**src/rtl/i2cm_pkg.sv**
```systemverilog
package i2cm_pkg;
  typedef enum logic [2:0] {
    S_IDLE,
    S_START,
    S_HOLD,
    S_BITS,
    S_STOP
  } eng_t;

  // a first address byte with top bits 11110 announces a 10-bit address
  function automatic logic is_hdr10(input logic [7:0] b);
    return b[7:3] == 5'b11110;
  endfunction

  // SDA pull for a bit slot: data slots drive the inverted MSB, the ACK slot releases
  function automatic logic bit_pull(input logic [7:0] sh, input logic [3:0] idx);
    return (idx == 4'd8) ? 1'b0 : ~sh[7];
  endfunction
endpackage

```
**src/rtl/i2cm_qtick.sv**
```systemverilog
module i2cm_qtick #(
  parameter int DIV = 4
) (
  input  logic clk,
  input  logic rst_n,
  output logic tick
);
  localparam int W = (DIV > 1) ? $clog2(DIV) : 1;
  logic [W-1:0] cnt;

  assign tick = (cnt == W'(DIV - 1));

  always_ff @(posedge clk or negedge rst_n)
    if (!rst_n) cnt <= '0;
    else if (tick) cnt <= '0;
    else cnt <= cnt + 1'b1;
endmodule

```
**src/rtl/i2cm_flags.sv**
```systemverilog
module i2cm_flags (
  input  logic clk,
  input  logic rst_n,
  input  logic rd0,
  input  logic rd1,
  input  logic wr,
  input  logic start_done,
  input  logic addr_done,
  input  logic ack_ok,
  input  logic cur_hdr,
  input  logic nack_evt,
  input  logic clr_af,
  output logic sb,
  output logic hdr,
  output logic adr,
  output logic af,
  output logic load_addr,
  output logic enter_data
);
  logic arm;

  assign load_addr  = wr && arm && (sb || hdr);
  assign enter_data = rd1 && arm && adr;

  always_ff @(posedge clk or negedge rst_n)
    if (!rst_n) begin
      arm <= 1'b0; sb <= 1'b0; hdr <= 1'b0; adr <= 1'b0; af <= 1'b0;
    end else begin
      if (rd0) arm <= 1'b1;
      else if (wr || rd1) arm <= 1'b0;
      if (start_done) sb <= 1'b1;
      else if (load_addr && sb) sb <= 1'b0;
      if (addr_done && ack_ok && cur_hdr) hdr <= 1'b1;
      else if (load_addr && hdr) hdr <= 1'b0;
      if (addr_done && ack_ok && !cur_hdr) adr <= 1'b1;
      else if (enter_data) adr <= 1'b0;
      if (nack_evt) af <= 1'b1;
      else if (clr_af) af <= 1'b0;
    end
endmodule

```
**src/rtl/i2cm_tx.sv**
```systemverilog
module i2cm_tx
  import i2cm_pkg::*;
#(
  parameter int CLK_DIV = 4
) (
  input  logic       clk,
  input  logic       rst_n,
  input  logic       start_req,
  input  logic       stop_req,
  input  logic       stat0_rd,
  input  logic       stat1_rd,
  input  logic       data_wr,
  input  logic [7:0] data_in,
  input  logic       sda_in,
  output logic       scl_low_o,
  output logic       sda_low_o,
  output logic       flag_sb,
  output logic       flag_hdr,
  output logic       flag_addr,
  output logic       flag_txe,
  output logic       flag_btc,
  output logic       flag_af,
  output logic       master_o
);
  eng_t       st;
  logic [1:0] q;
  logic [3:0] bidx;
  logic [7:0] shreg, dreg;
  logic       sh_full, dvalid, in_data, cur_hdr, start_pend, stop_pend, ack_ok;
  logic       tick, load_addr, enter_data;

  // named internal events
  logic start_done, samp_ack, byte_end, nack_evt, addr_done, stop_done;
  logic dwr, xfer_end, sh_load, in_bits;

  assign start_done = tick && st == S_START;
  assign samp_ack   = tick && st == S_BITS && q == 2'd2 && bidx == 4'd8;
  assign byte_end   = tick && st == S_BITS && q == 2'd3 && bidx == 4'd8;
  assign nack_evt   = byte_end && !ack_ok;
  assign addr_done  = byte_end && !in_data;
  assign stop_done  = tick && st == S_STOP && q == 2'd2;
  assign dwr        = data_wr && in_data && !flag_af;
  assign xfer_end   = byte_end && in_data && ack_ok;
  assign sh_load    = load_addr || (dwr && !sh_full) || (xfer_end && (dvalid || dwr));
  assign in_bits    = st == S_BITS;
  assign master_o   = st != S_IDLE;

  i2cm_qtick #(.DIV(CLK_DIV)) u_tick (.clk(clk), .rst_n(rst_n), .tick(tick));

  i2cm_flags u_flags (
    .clk(clk), .rst_n(rst_n), .rd0(stat0_rd), .rd1(stat1_rd), .wr(data_wr),
    .start_done(start_done), .addr_done(addr_done), .ack_ok(ack_ok),
    .cur_hdr(cur_hdr), .nack_evt(nack_evt), .clr_af(start_req && st == S_IDLE),
    .sb(flag_sb), .hdr(flag_hdr), .adr(flag_addr), .af(flag_af),
    .load_addr(load_addr), .enter_data(enter_data)
  );

  always_ff @(posedge clk or negedge rst_n)
    if (!rst_n) begin
      st <= S_IDLE; q <= 2'd0; bidx <= 4'd0; shreg <= 8'h00; dreg <= 8'h00;
      sh_full <= 1'b0; dvalid <= 1'b0; in_data <= 1'b0; cur_hdr <= 1'b0;
      start_pend <= 1'b0; stop_pend <= 1'b0; ack_ok <= 1'b0;
      scl_low_o <= 1'b0; sda_low_o <= 1'b0; flag_txe <= 1'b0; flag_btc <= 1'b0;
    end else begin
      if (start_req && st == S_IDLE) start_pend <= 1'b1;
      if (stop_req && st != S_IDLE && (in_data || flag_af)) stop_pend <= 1'b1;
      if (samp_ack) ack_ok <= ~sda_in;

      // bus engine, one step per quarter bit
      if (tick) begin
        unique case (st)
          S_IDLE: begin
            scl_low_o <= 1'b0;
            sda_low_o <= 1'b0;
            if (start_pend) begin
              sda_low_o  <= 1'b1;
              start_pend <= 1'b0;
              st         <= S_START;
            end
          end
          S_START: begin
            scl_low_o <= 1'b1;
            st        <= S_HOLD;
          end
          S_HOLD: begin
            if (sh_full && !flag_af) begin
              sda_low_o <= bit_pull(shreg, 4'd0);
              bidx      <= 4'd0;
              q         <= 2'd1;
              st        <= S_BITS;
            end else if (stop_pend && (!dvalid || flag_af)) begin
              sda_low_o <= 1'b1;
              q         <= 2'd1;
              st        <= S_STOP;
            end
          end
          S_BITS: begin
            unique case (q)
              2'd0: begin sda_low_o <= bit_pull(shreg, bidx); q <= 2'd1; end
              2'd1: begin scl_low_o <= 1'b0; q <= 2'd2; end
              2'd2: q <= 2'd3;
              2'd3: begin
                scl_low_o <= 1'b1;
                q         <= 2'd0;
                if (bidx == 4'd8) st <= S_HOLD;
                else begin
                  bidx  <= bidx + 4'd1;
                  shreg <= shreg << 1;
                end
              end
            endcase
          end
          S_STOP: begin
            if (q == 2'd1) begin
              scl_low_o <= 1'b0;
              q         <= 2'd2;
            end else begin
              sda_low_o <= 1'b0;
              st        <= S_IDLE;
            end
          end
          default: st <= S_IDLE;
        endcase
      end

      // two-stage transmit buffer
      if (byte_end) sh_full <= 1'b0;
      if (load_addr) begin
        shreg   <= data_in;
        sh_full <= 1'b1;
        cur_hdr <= flag_sb && is_hdr10(data_in);
      end else if (dwr && !sh_full) begin
        shreg    <= data_in;
        sh_full  <= 1'b1;
        flag_btc <= 1'b0;
      end else if (xfer_end && dvalid) begin
        shreg    <= dreg;
        sh_full  <= 1'b1;
        dvalid   <= 1'b0;
        flag_txe <= 1'b1;
      end else if (xfer_end && dwr) begin
        shreg    <= data_in;
        sh_full  <= 1'b1;
        flag_txe <= 1'b1;
      end else if (xfer_end) begin
        flag_btc <= 1'b1;
      end else if (dwr && sh_full && !dvalid) begin
        dreg     <= data_in;
        dvalid   <= 1'b1;
        flag_txe <= 1'b0;
      end

      if (enter_data) begin
        in_data  <= 1'b1;
        flag_txe <= 1'b1;
        flag_btc <= 1'b0;
      end
      if (stop_done) begin
        in_data   <= 1'b0;
        flag_txe  <= 1'b0;
        flag_btc  <= 1'b0;
        dvalid    <= 1'b0;
        stop_pend <= 1'b0;
      end
    end
endmodule

```
**config.mk**
```make
export PLATFORM = sky130hd
export DESIGN_NAME = i2cm_tx
export DESIGN_NICKNAME = d
export VERILOG_FILES = /design/src/rtl/i2cm_pkg.sv /design/src/rtl/i2cm_qtick.sv /design/src/rtl/i2cm_flags.sv /design/src/rtl/i2cm_tx.sv
export SDC_FILE = /design/constraint.sdc
export NUM_CORES = 1
export LEC_CHECK = 0
export ABC_CLOCK_PERIOD_IN_PS = 2100
export BUFFER_PORTS_ARGS = -buffer_cell sky130_fd_sc_hd__buf_2
export CORE_ASPECT_RATIO = 0.5
export CORE_MARGIN = 5
export CORE_UTILIZATION = 53
export CTS_CLUSTER_DIAMETER = 60
export DETAILED_ROUTE_END_ITERATION = 10
export GPL_TIMING_DRIVEN = 0
export HOLD_SLACK_MARGIN = 0.15
export PLACE_DENSITY = 0.76
export SKIP_LAST_GASP = 1
export SYNTH_ARGS = -nofsm -noshare
export SYNTH_HDL_FRONTEND = slang
export SYNTH_HIERARCHICAL = 1
export SYNTH_SLANG_ARGS = --single-unit
```
**constraint.sdc**
```tcl
create_clock -name clk -period 2.1 [get_ports clk]
set_input_delay 0.42 -clock clk [delete_from_list [all_inputs] [get_ports clk]]
set_output_delay 0.42 -clock clk [all_outputs]
set_load 0.1 [all_outputs]
```
# Word-level counts from Yosys, hierarchy flattened
# Index checks and enable logic that the tools add are counted.
# word_totals
reg_bits,43
out_inout_bits,9
word_cells,216
# op_classes
n_addsub,2
eq_ne,30
n_mux,80
n_bitwise,7
n_reduce_logical,75
# op_table
operator,count
$mux 8,8
$mux 1,52
$logic_and 1x1->1,34
$reduce_bool 5->1,5
$reduce_and 4->1,5
$mux 3,6
$reduce_bool 2->1,8
$pmux 3 s5,1
$reduce_and 5->1,3
$mux 4,3
$ne 2x2->1 const B,6
$ne 3x3->1 const B,4
$reduce_and 6->1,2
$reduce_bool 4->1,3
$reduce_bool 3->1,3
$mux 2,4
$ne 2x1->1 const B,4
$ne 4x4->1 const B,2
$pmux 1 s4,2
$pmux 2 s4,1
$pmux 4 s2,1
$not 1->1,7
$eq 2x2->1 const B,3
$eq 3x2->1 const B,2
17 further kinds,25

# Logic depth before layout (Yosys ltp)
# Gate-level depths: netlist (run 1).
# logic_depth
word_depth,13
mapped_depth,8
ltp_nobuf,7

# Hierarchy
# Netlist (run 1), hierarchy kept.
# by_module_without_submodules
module,n_inst,cells_each,area_per_inst_um2
i2cm_tx,1,233,2187.1
i2cm_flags,1,18,203.9
i2cm_qtick,1,4,66.3

# Worst setup path before layout (run 1)
# Ideal clock, no wire load.
# synth_path
kind,reg2reg
startpoint,register u_flags.af
endpoint,register shreg[7]
setup_time_ns,0.082
arrival_time_ns,2.148
required_time_ns,2.018
setup_slack_ns,-0.130
stages_incl_launch_ff,7
synth_period_minus_slack_ns,2.230
path_cell_list,dfrtp_1 -> and3b_1 -> clkbuf_1 -> a21oi_1 -> nor2_1 -> a21o_1 -> a31oi_1
# synth_via
elab_chain_len,7
elab_cells_between_ends,13
cone_classes,eq/ne: 1; mux: 4; reduce/logical: 8
# synth_rtl
item,line,rtl
"start, declared",i2cm_flags.sv:16,"output logic af,"
"start signal, assigned",i2cm_flags.sv:27,arm <= 1'b0; sb <= 1'b0; hdr <= 1'b0; adr <= 1'b0; af <= 1'b0;
"start signal, assigned",i2cm_flags.sv:37,if (nack_evt) af <= 1'b1;
"start signal, assigned",i2cm_flags.sv:38,else if (clr_af) af <= 1'b0;
$logic_not 1->1 (*),i2cm_tx.sv:42,assign dwr = data_wr && in_data && !flag_af;
$logic_and 1x1->1 (*),i2cm_tx.sv:42,
$logic_and 1x1->1,i2cm_tx.sv:141,end else if (xfer_end && dwr) begin
$mux 8,i2cm_tx.sv:141,
$mux 8,i2cm_tx.sv:136,end else if (xfer_end && dvalid) begin
$mux 8,i2cm_tx.sv:132,end else if (dwr && !sh_full) begin
$mux 8,i2cm_tx.sv:128,if (load_addr) begin
"end signal, assigned",i2cm_tx.sv:129,shreg <= data_in;
"end signal, assigned",i2cm_tx.sv:133,shreg <= data_in;
"end signal, assigned",i2cm_tx.sv:137,shreg <= dreg;
"end, declared",i2cm_tx.sv:28,"logic [7:0] shreg, dreg;"
# Every way passes the cells marked *; elsewhere a longest branch is shown, timed or not.
# A chain may end at the register's enable or synchronous reset.

# Worst setup path after layout (run 1)
# layout_path
startpoint,register q[0]
endpoint,register shreg[5]
# layout_via
elab_chain_len,10
elab_cells_between_ends,16
cone_classes,eq/ne: 2; mux: 4; reduce/logical: 10
# layout_rtl
item,line,rtl
"start, declared",i2cm_tx.sv:26,logic [1:0] q;
"start signal, assigned",i2cm_tx.sv:60,st <= S_IDLE; q <= 2'd0; bidx <= 4'd0; shreg <= 8'h00; dreg <= 8'h00;
"start signal, assigned",i2cm_tx.sv:89,q <= 2'd1;
"start signal, assigned",i2cm_tx.sv:93,q <= 2'd1;
$eq 2x2->1 (*),"i2cm_tx.sv:38, i2cm_tx.sv:98",
$logic_and 1x1->1 (2 in series),i2cm_tx.sv:38,assign byte_end = tick && st == S_BITS && q == 2'd3 && bidx == 4'd8;
$logic_and 1x1->1 (2 in series),i2cm_tx.sv:43,assign xfer_end = byte_end && in_data && ack_ok;
$logic_and 1x1->1,i2cm_tx.sv:141,
$mux 8,i2cm_tx.sv:141,
$mux 8,i2cm_tx.sv:136,
$mux 8,i2cm_tx.sv:132,
$mux 8,i2cm_tx.sv:128,
# Marked as above.

==> results of run 1 <==
-- worst max-delay path: stages, from the launching register on --
cell and delay [ns]:
dfrtp_1 0.43, ha_4 0.19, nand2_2 0.12, or3_1 0.39
buf_4 0.18, o22ai_4 0.32, a2bb2oi_1 0.22, o21ai_1 0.07
-- timing repair --
item                                   in CTS  in global routing
gates resized for setup                    10                 13
setup buffers                               1                  3
setup endpoints to repair                  11                 18
endpoints found under the hold margin       0                  0
pin swaps                                   2                  3
-- flip-flops by register name, indices dropped and copies added (netlist names), 2 cells and up --
name	cells
u_tick/cnt	2
dreg	8
shreg	8
q	2
st	3
bidx	4
-- cell families after synthesis --
group                    count (synthesis)  share of synthesized area, %
buffers and inverters                   26                          4.18
flip-flops                              43                          43.8
AO/OA/AOI/OAI                           78                          22.0
multiplexers                            17                          7.43
adder cells (fa/ha/maj)                  7                          3.56
AND/OR/NAND/NOR                         84                          19.0
-- Yosys cell counts, drive strengths merged, types with 8 or more instances --
cell type  count
dfrtp         43
nand3          8
a2bb2oi       12
o21ai         22
nor2          23
inv           16
clkbuf         8
nand2         20
a21oi         12
mux2          10
-- power by group --
part | switching (mW) | internal, mW | total (mW) | leakage [nW]
clock | 0.281 | 0.301 | 0.581 | 0.0515
sequential | 0.185 | 1.07 | 1.26 | 0.518
combinational | 0.728 | 0.474 | 1.20 | 0.718
total | 1.19 | 1.85 | 3.04 | 1.29
-- metrics by stage --
stage	TNS, ns	area [µm²]	power, mW
after global routing	-0.0377	2910	3.24
after detailed placement	-1.66	2650	2.34
after CTS	0	2810	2.96
after floorplan	0	2460	2.08
final	0	2910	3.04
after global placement	-1.29	2650	2.29
-- layer usage --
| layer | GRT usage (%) | vias to the layer above | part of all wire (%) |
|---|---|---|---|
| li1 | - | 1004 | - |
| met3 | 4.23 | 10 | 5.4 |
| met5 | 0 | - | 0 |
| met4 | 6.27 | 0 | 1.5 |
| met1 | 26.9 | 1061 | 46 |
| met2 | 31.2 | 78 | 47 |
-- layout by cell type, fill, tap and decap left out, drive strengths merged, types with 2 or more instances in the layout --
cell	n
and2	3
nand3	8
mux2	10
a2bb2oi	12
nor2b	3
nand4b	2
and3b	2
nand2b	3
ha	7
a21o	7
a211oi	2
a31oi	3
o41ai	2
o22ai	4
dfrtp	43
and3	3
nand2	20
a2111oi	3
buf	30
nor3	6
nor4	2
o21ai	22
mux2i	7
or3	3
nand3b	3
a21oi	12
nor2	23
o31ai	4
clkbuf	16
inv	16
-- area by class of cell --
class | instances | area share [%]
multi-input cells | 186 | 48.1
flip-flops and latches | 43 | 37.1
repair buffers | 28 | 5.16
clock buffers | 8 | 3.44
well taps | 57 | 2.45
inverters | 16 | 2.07
plain buffers | 10 | 1.59
-- worst min path at each step --
stage	startpoint	end	slack (ns)	cells past startpoint
6_report	rst_n	shreg[4]	0.27	1
5_1_grt	sda_in	ack_ok	0.30	2
4_1_cts	sda_in	ack_ok	0.31	2
3_5_place_dp	u_tick/cnt[0]	u_tick/cnt[0]	0.42	1
3_3_place_gp	u_tick/cnt[0]	u_tick/cnt[0]	0.41	1
2_1_floorplan	rst_n	ack_ok	0.12	0
==> impl_metrics.py, run 1 <==
metrics = {
    "synthesis": {
        "synth_top_area_share_pct": 43.8,
        "synth_area_leaders": "dfrtp_1, mux2_2, a2bb2oi_1",
        "postSynthAreaPerCell_um2": 9.64,
        "synth_edf_count": 0,
        "synth_ff_type": "dfrtp_1",
        "syn-num-nets": 278,
        "yosysTopAreaCell": "dfrtp_1",
        "ys_seq_area_share_pct": 43.8,
        "ys_async_sr_fraction_pct": 100,
        "synth_seq_cells": 43,
        "synth_cell_type_count": 51,
        "synth_warnings": 6,
        "synth_area_um2": 2460,
        "synthCells": 255,
    },
    "route": {
        "drt_iter0_drc": 168,
        "dr_total_vias": 2153,
        "wl_um": 5910,
        "firstDrtPassIters": 4,
        "wl_per_cell_um": 17.0,
        "drc": 0,
        "postRouteAntennaNets": 0,
        "routed_via_density": 6.19,
    },
    "timing": {
        "rsz0062_at_grt": "true",
        "skew_ns": 0.00558,
        "hold_violations": 0,
        "hold_ws_ns": 0.272,
        "setup_viol": 0,
        "maxSlewHeadroom_pct": 36.1,
        "fin_crit_sh_pct": 97.9,
        "min_period_ns": 2.06,
        "worst_pin_slew_ns": 0.959,
        "maxSlewViolCount": 0,
        "fmax_mhz": 486,
        "layout_setup_ws_ns": 0.0440,
    },
    "die": {
        "die_x_um": 106,
        "rows": 17,
        "coreArea_um2": 4450,
        "start_util_pct": 55.3,
        "dieArea_um2": 6180,
        "io_pins": 25,
        "die_y_um": 58.2,
    },
    "setup_path": {
        "r2r_slack_ns": 0.04,
        "cp-endpoint": "shreg[5]",
        "crit_required_ns": 2.26,
        "cp-end-kind": "register",
        "reg2reg_from": "q[0]",
        "worstPathMaxFanout": 7,
        "worstSetupPathType": "register to register",
        "rr_worst_depth": 7,
        "worst_setup_path_start_kind": "register",
        "r2r_end": "shreg[5]",
        "setup.worst_path.start": "q[0]",
        "critPathArrivalTime_ns": 2.22,
    },
    "clocking": {
        "cts_tree": "built",
        "cts_buffer_depth": 2,
        "holdBufCountCts": 0,
        "htree_levels": 2,
        "clock_latency_ns": 0.29,
        "path_clk_slew_ns": 0.08,
        "clock_tree.root_cell": "clkbuf_8",
        "clkSinkCount": 43,
        "numCtsBuffers": 5,
    },
    "status": {
        "status": "complete, no violations",
    },
    "job": {
        "drv_cap": 0,
    },
    "final_layout": {
        "final_core_utilization_pct": 65.4,
        "fillers": 348,
        "antenna_cells": 0,
        "register_area_um2": 1080,
        "syn2layout_area_growth_pct": 18.3,
        "stdcell_count": 348,
        "drive_above_1_share_pct": 25.4,
        "multi_input_area_um2": 1400,
        "num-nets-final": 313,
    },
    "placed_design": {
        "placed_cells": 336,
        "io_buffers": 24,
        "pre_cts_ws_ns": -0.233,
        "hpwl_um": 3960,
        "place.gp.congestion": 0.916,
    },
    "grt": {
        "grt_pass1_wl_um": 9700,
        "antenna_found_initial": 0,
        "gr-usage-all-layers_pct": 19.6,
        "grt_start_max_net_pins": 44,
        "grt-ovfl-total": 0,
        "grt_pass1_vias": 2017,
    },
    "hold_path": {
        "hold_path.class": "input port to asynchronous set/reset pin",
    },
    "pwr": {
        "peakVddDrop_v": 0.000554,
        "cellPowerDensity_nw_per_um2": 1050,
        "p_leak_nw": 1.29,
    },
}
Power figures use the tool's default switching activity.
==> run 2, diff against run 1 <==
- CORE_UTILIZATION: 53 -> 55
- CTS_BUF_LIST: unset -> sky130_fd_sc_hd__clkbuf_8
- PLACE_DENSITY: 0.76 -> 0.78
==> impl_metrics.py, run 2 (same netlist as run 1, synthesis figures left out) <==
metrics = {
    "pwr": {
        "switchingPower_mw": 1.22,
        "p_int_mw": 1.80,
        "swShare_pct": 40.4,
        "p_leak_nw": 1.31,
        "fin_total_pwr_mw": 3.02,
        "pwr-share-comb_pct": 41.0,
        "peakVddDrop_v": 0.000522,
        "seq_power_share_pct": 41.9,
        "clockPowerShare_pct": 17.2,
        "cellPowerDensity_nw_per_um2": 1030,
    },
    "grt": {
        "grt_start_max_net_pins": 44,
        "grt_pass1_vias": 2146,
        "grt-ovfl-total": 0,
        "grt_pass1_wl_um": 10000,
        "antenna_found_initial": 0,
        "gr-usage-all-layers_pct": 20.2,
    },
    "route": {
        "routed_via_density": 6.06,
        "wl_per_cell_um": 17.1,
        "firstDrtPassIters": 4,
        "dr_total_vias": 2140,
        "postRouteAntennaNets": 0,
        "wl_um": 6030,
        "drc": 0,
        "drt_iter0_drc": 141,
    },
    "placed_design": {
        "pre_cts_ws_ns": -0.201,
        "place.gp.congestion": 0.881,
        "hpwl_um": 4070,
        "io_buffers": 24,
    },
    "setup_path": {
        "worstPathMaxFanout": 7,
        "worstSetupPathType": "register to register",
        "crit_required_ns": 2.28,
        "cp-end-kind": "register",
        "worst_setup_path_start_kind": "register",
        "critPathArrivalTime_ns": 2.20,
    },
    "clocking": {
        "numCtsBuffers": 5,
        "clock_latency_ns": 0.30,
        "clkSinkCount": 43,
        "htree_levels": 2,
        "cts_buffer_depth": 2,
        "cts_tree": "built",
        "clock_tree.root_cell": "clkbuf_8",
        "path_clk_slew_ns": 0.09,
    },
    "final_layout": {
        "antenna_cells": 0,
        "final_common_cell": "dfrtp_1",
        "drive_above_1_share_pct": 26.7,
        "syn2layout_area_growth_pct": 19.6,
        "top_regs": "dreg (8), shreg (8), bidx (4)",
        "num-nets-final": 318,
        "multi_input_area_um2": 1400,
        "fillers": 331,
        "layout_common_cells": "dfrtp_1, buf_2, nor2_1, nand2_1, o21ai_0",
        "final_core_utilization_pct": 67.4,
        "register_area_um2": 1080,
    },
    "timing": {
        "skew_ns": 0.0139,
        "maxSlewViolCount": 0,
        "hold_violations": 0,
        "hold_ws_ns": 0.281,
        "setup_viol": 0,
        "worst_pin_slew_ns": 0.969,
        "layout_setup_ws_ns": 0.0761,
        "fin_crit_sh_pct": 96.4,
        "maxSlewHeadroom_pct": 35.4,
        "min_period_ns": 2.02,
        "fmax_mhz": 494,
    },
    "die": {
        "coreArea_um2": 4360,
        "io_pins": 25,
        "start_util_pct": 56.4,
        "die_x_um": 105,
        "rows": 17,
        "die_y_um": 57.3,
        "dieArea_um2": 5990,
    },
    "job": {
        "drv_cap": 0,
    },
    "status": {
        "status": "complete, no violations",
    },
    "hold_path": {
        "hold_path.class": "input port to asynchronous set/reset pin",
    },
}
[run 2: critical path, stage by stage, from the launching register on]
cell	delay, ns
dfrtp_1	0.41
inv_1	0.11
ha_4	0.16
nand3b_4	0.12
or3_1	0.32
buf_4	0.18
or3_1	0.38
a21oi_1	0.15
nor2_1	0.05
[run 2: per-layer routing]
layer / global-route usage [%] / part of all wire [%] / up-vias
li1: - / - / 1025
met1: 26.7 / 44 / 1040
met2: 33.7 / 50 / 64
met3: 4.41 / 4.6 / 11
met4: 6.64 / 1.2 / 0
met5: 0 / 0 / -
[run 2: final cells by class]
cell class / count / area share (%)
plain buffers: 9 / 1.41
clock buffers: 5 / 2.34
clock inverters: 3 / 0.511
inverters: 16 / 2.04
multi-input cells: 187 / 47.5
flip-flops and latches: 43 / 36.8
well taps: 57 / 2.43
repair buffers: 33 / 7.03
[run 2: timing repair]
item / in CTS / in global routing
resized for setup: 9 / 13
buffers inserted: 1 / 8
gates cloned: 0 / 1
hold buffers: 0 / 0
pin swaps: 1 / 3
endpoints found under the setup margin: 9 / 10
[run 2: stage by stage]
stage                     instance area [µm²]  cells  setup TNS (ns)
final                                    2940    353               0
after global routing                     2940    353         -0.0494
after CTS                                2780    345               0
after detailed placement                 2650    336           -1.32
after global placement                   2650    336           -1.01
after floorplan                          2460    255               0
[run 2: path summary, 6_finish.rpt]
check	start	end	slack (ns)	depth (start not counted)
min reg2reg	scl_low_o	scl_low_o	0.49	1
max in group asynchronous	rst_n	u_flags/hdr	1.15	1
max reg2reg	bidx[1]	dvalid	0.08	8
min in group clk	stat0_rd	u_flags/arm	0.31	2
min	rst_n	shreg[3]	0.28	1
max	bidx[1]	dvalid	0.08	8
[run 2: power by group through the flow]
stage	logic (mW)	clock network (mW)	registers (mW)
6_report	1.24	0.517	1.26
5_1_grt	1.35	0.570	1.29
4_1_cts	1.12	0.524	1.25
3_5_place_dp	1.09	0	1.27
3_3_place_gp	1.04	0	1.25
2_1_floorplan	0.687	0	1.40
==> run 3, diff against run 2 <==
- SYNTH_HIERARCHICAL: 1 -> unset
==> impl_metrics.py, run 3 <==
metrics = {
    "status": {
        "violations": "setup timing",
        "status": "complete, but fails checks",
    },
    "job": {
        "drv_cap": 0,
    },
    "placed_design": {
        "place.gp.congestion": 0.927,
        "io_buffers": 24,
        "placed_cells": 321,
        "placedInstanceArea_um2": 2690,
        "pre_cts_ws_ns": -0.299,
        "hpwl_um": 3970,
    },
    "synthesis": {
        "synth_edf_count": 0,
        "synth_common_cells": "dfrtp_1, nand2_1, nor2_1",
        "synth_warnings": 0,
        "synthCells": 240,
        "synth_ff_type": "dfrtp_1",
        "yosysTopAreaCell": "dfrtp_1",
        "synth_seq_cells": 43,
        "yosysMostFrequentCell": "dfrtp_1",
        "synth_area_um2": 2470,
        "synth_top_area_share_pct": 43.6,
        "postSynthAreaPerCell_um2": 10.3,
        "syn-num-nets": 264,
        "ys_async_sr_fraction_pct": 100,
        "ys_seq_area_share_pct": 43.6,
        "synth_cell_type_count": 59,
        "synth_area_leaders": "dfrtp_1, ha_1, nand2_1",
    },
    "grt": {
        "grt_start_max_net_pins": 44,
        "grt-ovfl-total": 0,
        "gr-usage-all-layers_pct": 20.4,
        "grt_pass1_wl_um": 9940,
        "grt_pass1_vias": 2121,
        "antenna_found_initial": 0,
    },
    "clocking": {
        "path_clk_slew_ns": 0.09,
        "clock_tree.root_cell": "clkbuf_8",
        "numCtsBuffers": 5,
        "cts_buffer_depth": 2,
        "clkSinkCount": 43,
        "htree_levels": 2,
        "holdBufCountCts": 0,
        "clock_latency_ns": 0.31,
        "cts_tree": "built",
    },
    "die": {
        "die_x_um": 105,
        "rows": 17,
        "coreArea_um2": 4360,
        "start_util_pct": 56.6,
        "die_y_um": 57.4,
        "io_pins": 25,
        "dieArea_um2": 6010,
    },
    "timing": {
        "min_period_ns": 2.10,
        "skew_ns": 0.0155,
        "fin_crit_sh_pct": 100,
        "worst_pin_slew_ns": 0.978,
        "hold_ws_ns": 0.253,
        "fmax_mhz": 476,
        "hold_violations": 0,
        "maxSlewHeadroom_pct": 34.8,
        "setup_viol": 1,
        "rsz0062_at_grt": "true",
        "layout_setup_ws_ns": -0.00269,
        "maxSlewViolCount": 0,
    },
    "setup_path": {
        "r2r_end": "shreg[7]",
        "cp-end-kind": "register",
        "worstPathCellList": "inv_2, ha_4, nand4b_4, buf_6, nor4_4, mux2i_1, o21ai_1, a221o_1",
        "worst_setup_path_start_kind": "register",
        "worstPathMaxFanout": 6,
        "rr_worst_depth": 8,
        "reg2reg_from": "bidx[0]",
        "cp_slowest_cell": "dfrtp_1",
        "crit_required_ns": 2.30,
        "worstSetupPathType": "register to register",
        "r2r_slack_ns": -0.003,
        "critPathArrivalTime_ns": 2.31,
        "slowest_delay_ns": 0.44,
    },
    "final_layout": {
        "fillers": 303,
        "syn2layout_area_growth_pct": 23.6,
        "drive_above_1_share_pct": 32.3,
        "top_regs": "dreg (8), shreg (8), bidx (4)",
        "stdcell_count": 348,
        "num-nets-final": 314,
        "final_common_cell": "dfrtp_1",
        "antenna_cells": 0,
        "layout_common_cells": "dfrtp_1, buf_2, nand2_1, buf_4, nor2_1",
        "final_area_um2": 3050,
    },
    "pwr": {
        "cellPowerDensity_nw_per_um2": 858,
        "seq_power_share_pct": 41.5,
        "peakVddDrop_v": 0.000609,
        "p_leak_nw": 1.42,
        "clockPowerShare_pct": 25.1,
        "pwr-share-comb_pct": 33.4,
        "switchingPower_mw": 0.943,
        "swShare_pct": 36.0,
        "p_int_mw": 1.67,
        "fin_total_pwr_mw": 2.62,
    },
    "route": {
        "dr_total_vias": 2109,
        "drt_iter0_drc": 103,
        "postRouteAntennaNets": 0,
        "routed_via_density": 6.06,
        "wl_per_cell_um": 17.8,
        "firstDrtPassIters": 4,
        "wl_um": 6190,
        "drc": 0,
    },
    "hold_path": {
        "hold_path.class": "input port to asynchronous set/reset pin",
    },
}
-- run 3: cell count changes after synthesis, moves of 4 or more --
cell	before	now
a22o_1	1	8
a2bb2oi_1	12	0
clkbuf_1	8	2
inv_1	16	12
mux2_2	10	2
mux2_4	0	6
nand2_1	19	26
o21ai_0	16	7
-- run 3: layout make-up --
class | instances | area (µm²) | area share [%]
Tap cell | 57 | 71.3 | 2.34
Sequential cell | 43 | 1090 | 35.6
Clock inverter | 3 | 43.8 | 1.44
Multi-Input combinational cell | 178 | 1420 | 46.5
Timing Repair Buffer | 45 | 288 | 9.43
Clock buffer | 5 | 68.8 | 2.26
Inverter | 12 | 45.0 | 1.48
Buffer | 5 | 27.5 | 0.902
-- run 3: kinds of logic after synthesis --
group | after synthesis | share of synthesized area (%)
mux | 17 | 8.22
compound gates | 62 | 19.1
xor+xnor | 2 | 0.710
simple gates | 89 | 20.9
flops | 43 | 43.6
buf+inv | 19 | 3.40
fa+ha+maj | 8 | 4.06
-- run 3: layer usage --
layer | part of all wire, % | vias up | GRT usage [%]
met5 | 0 | - | 0
li1 | - | 983 | -
met2 | 49 | 57 | 34.8
met4 | 1.8 | 0 | 8.20
met1 | 44 | 1054 | 25.6
met3 | 4.8 | 15 | 4.41
-- run 3: power by group through the flow --
| stage | registers, mW | clock network [mW] | logic [mW] |
|---|---|---|---|
| after detailed placement | 1.09 | 0 | 0.750 |
| after floorplan | 1.17 | 0 | 0.487 |
| after CTS | 1.07 | 0.666 | 0.766 |
| final | 1.09 | 0.657 | 0.875 |
| after global placement | 1.08 | 0 | 0.724 |
| after global routing | 1.10 | 0.713 | 0.948 |
-- run 3: how the worst max path moves through the flow --
stage	startpoint	endpoint	slack, ns
finish	bidx[0]	shreg[7]	-0.003
global placement	q[1]	shreg[7]	-0.28
CTS	q[1]	shreg[2]	-0.004
global route	bidx[0]	shreg[4]	-0.09
detailed placement	q[1]	shreg[7]	-0.30
floorplan	u_flags.af	shreg[7]	-0.001
-- run 3: worst max-delay path: cells and delay by family, from the launching register on --
family	cells	cell delay, ns
simple gates	2	0.53
flops	1	0.44
compound gates	2	0.39
buf+inv	2	0.25
mux	1	0.24
fa+ha+maj	1	0.16
-- run 3: metrics by stage --
stage	util, %	TNS (ns)
after floorplan	-	-0.00126
after global placement	61.8	-1.63
final	70.0	-0.00269
after detailed placement	61.8	-2.21
after CTS	67.4	-0.00780
after global routing	70.0	-0.867
-- run 3: repair_timing --
action                     in CTS  in global routing
pin swaps                       5                 16
resized for setup              10                 15
setup endpoints to repair      17                 21
setup buffers                  14                  7
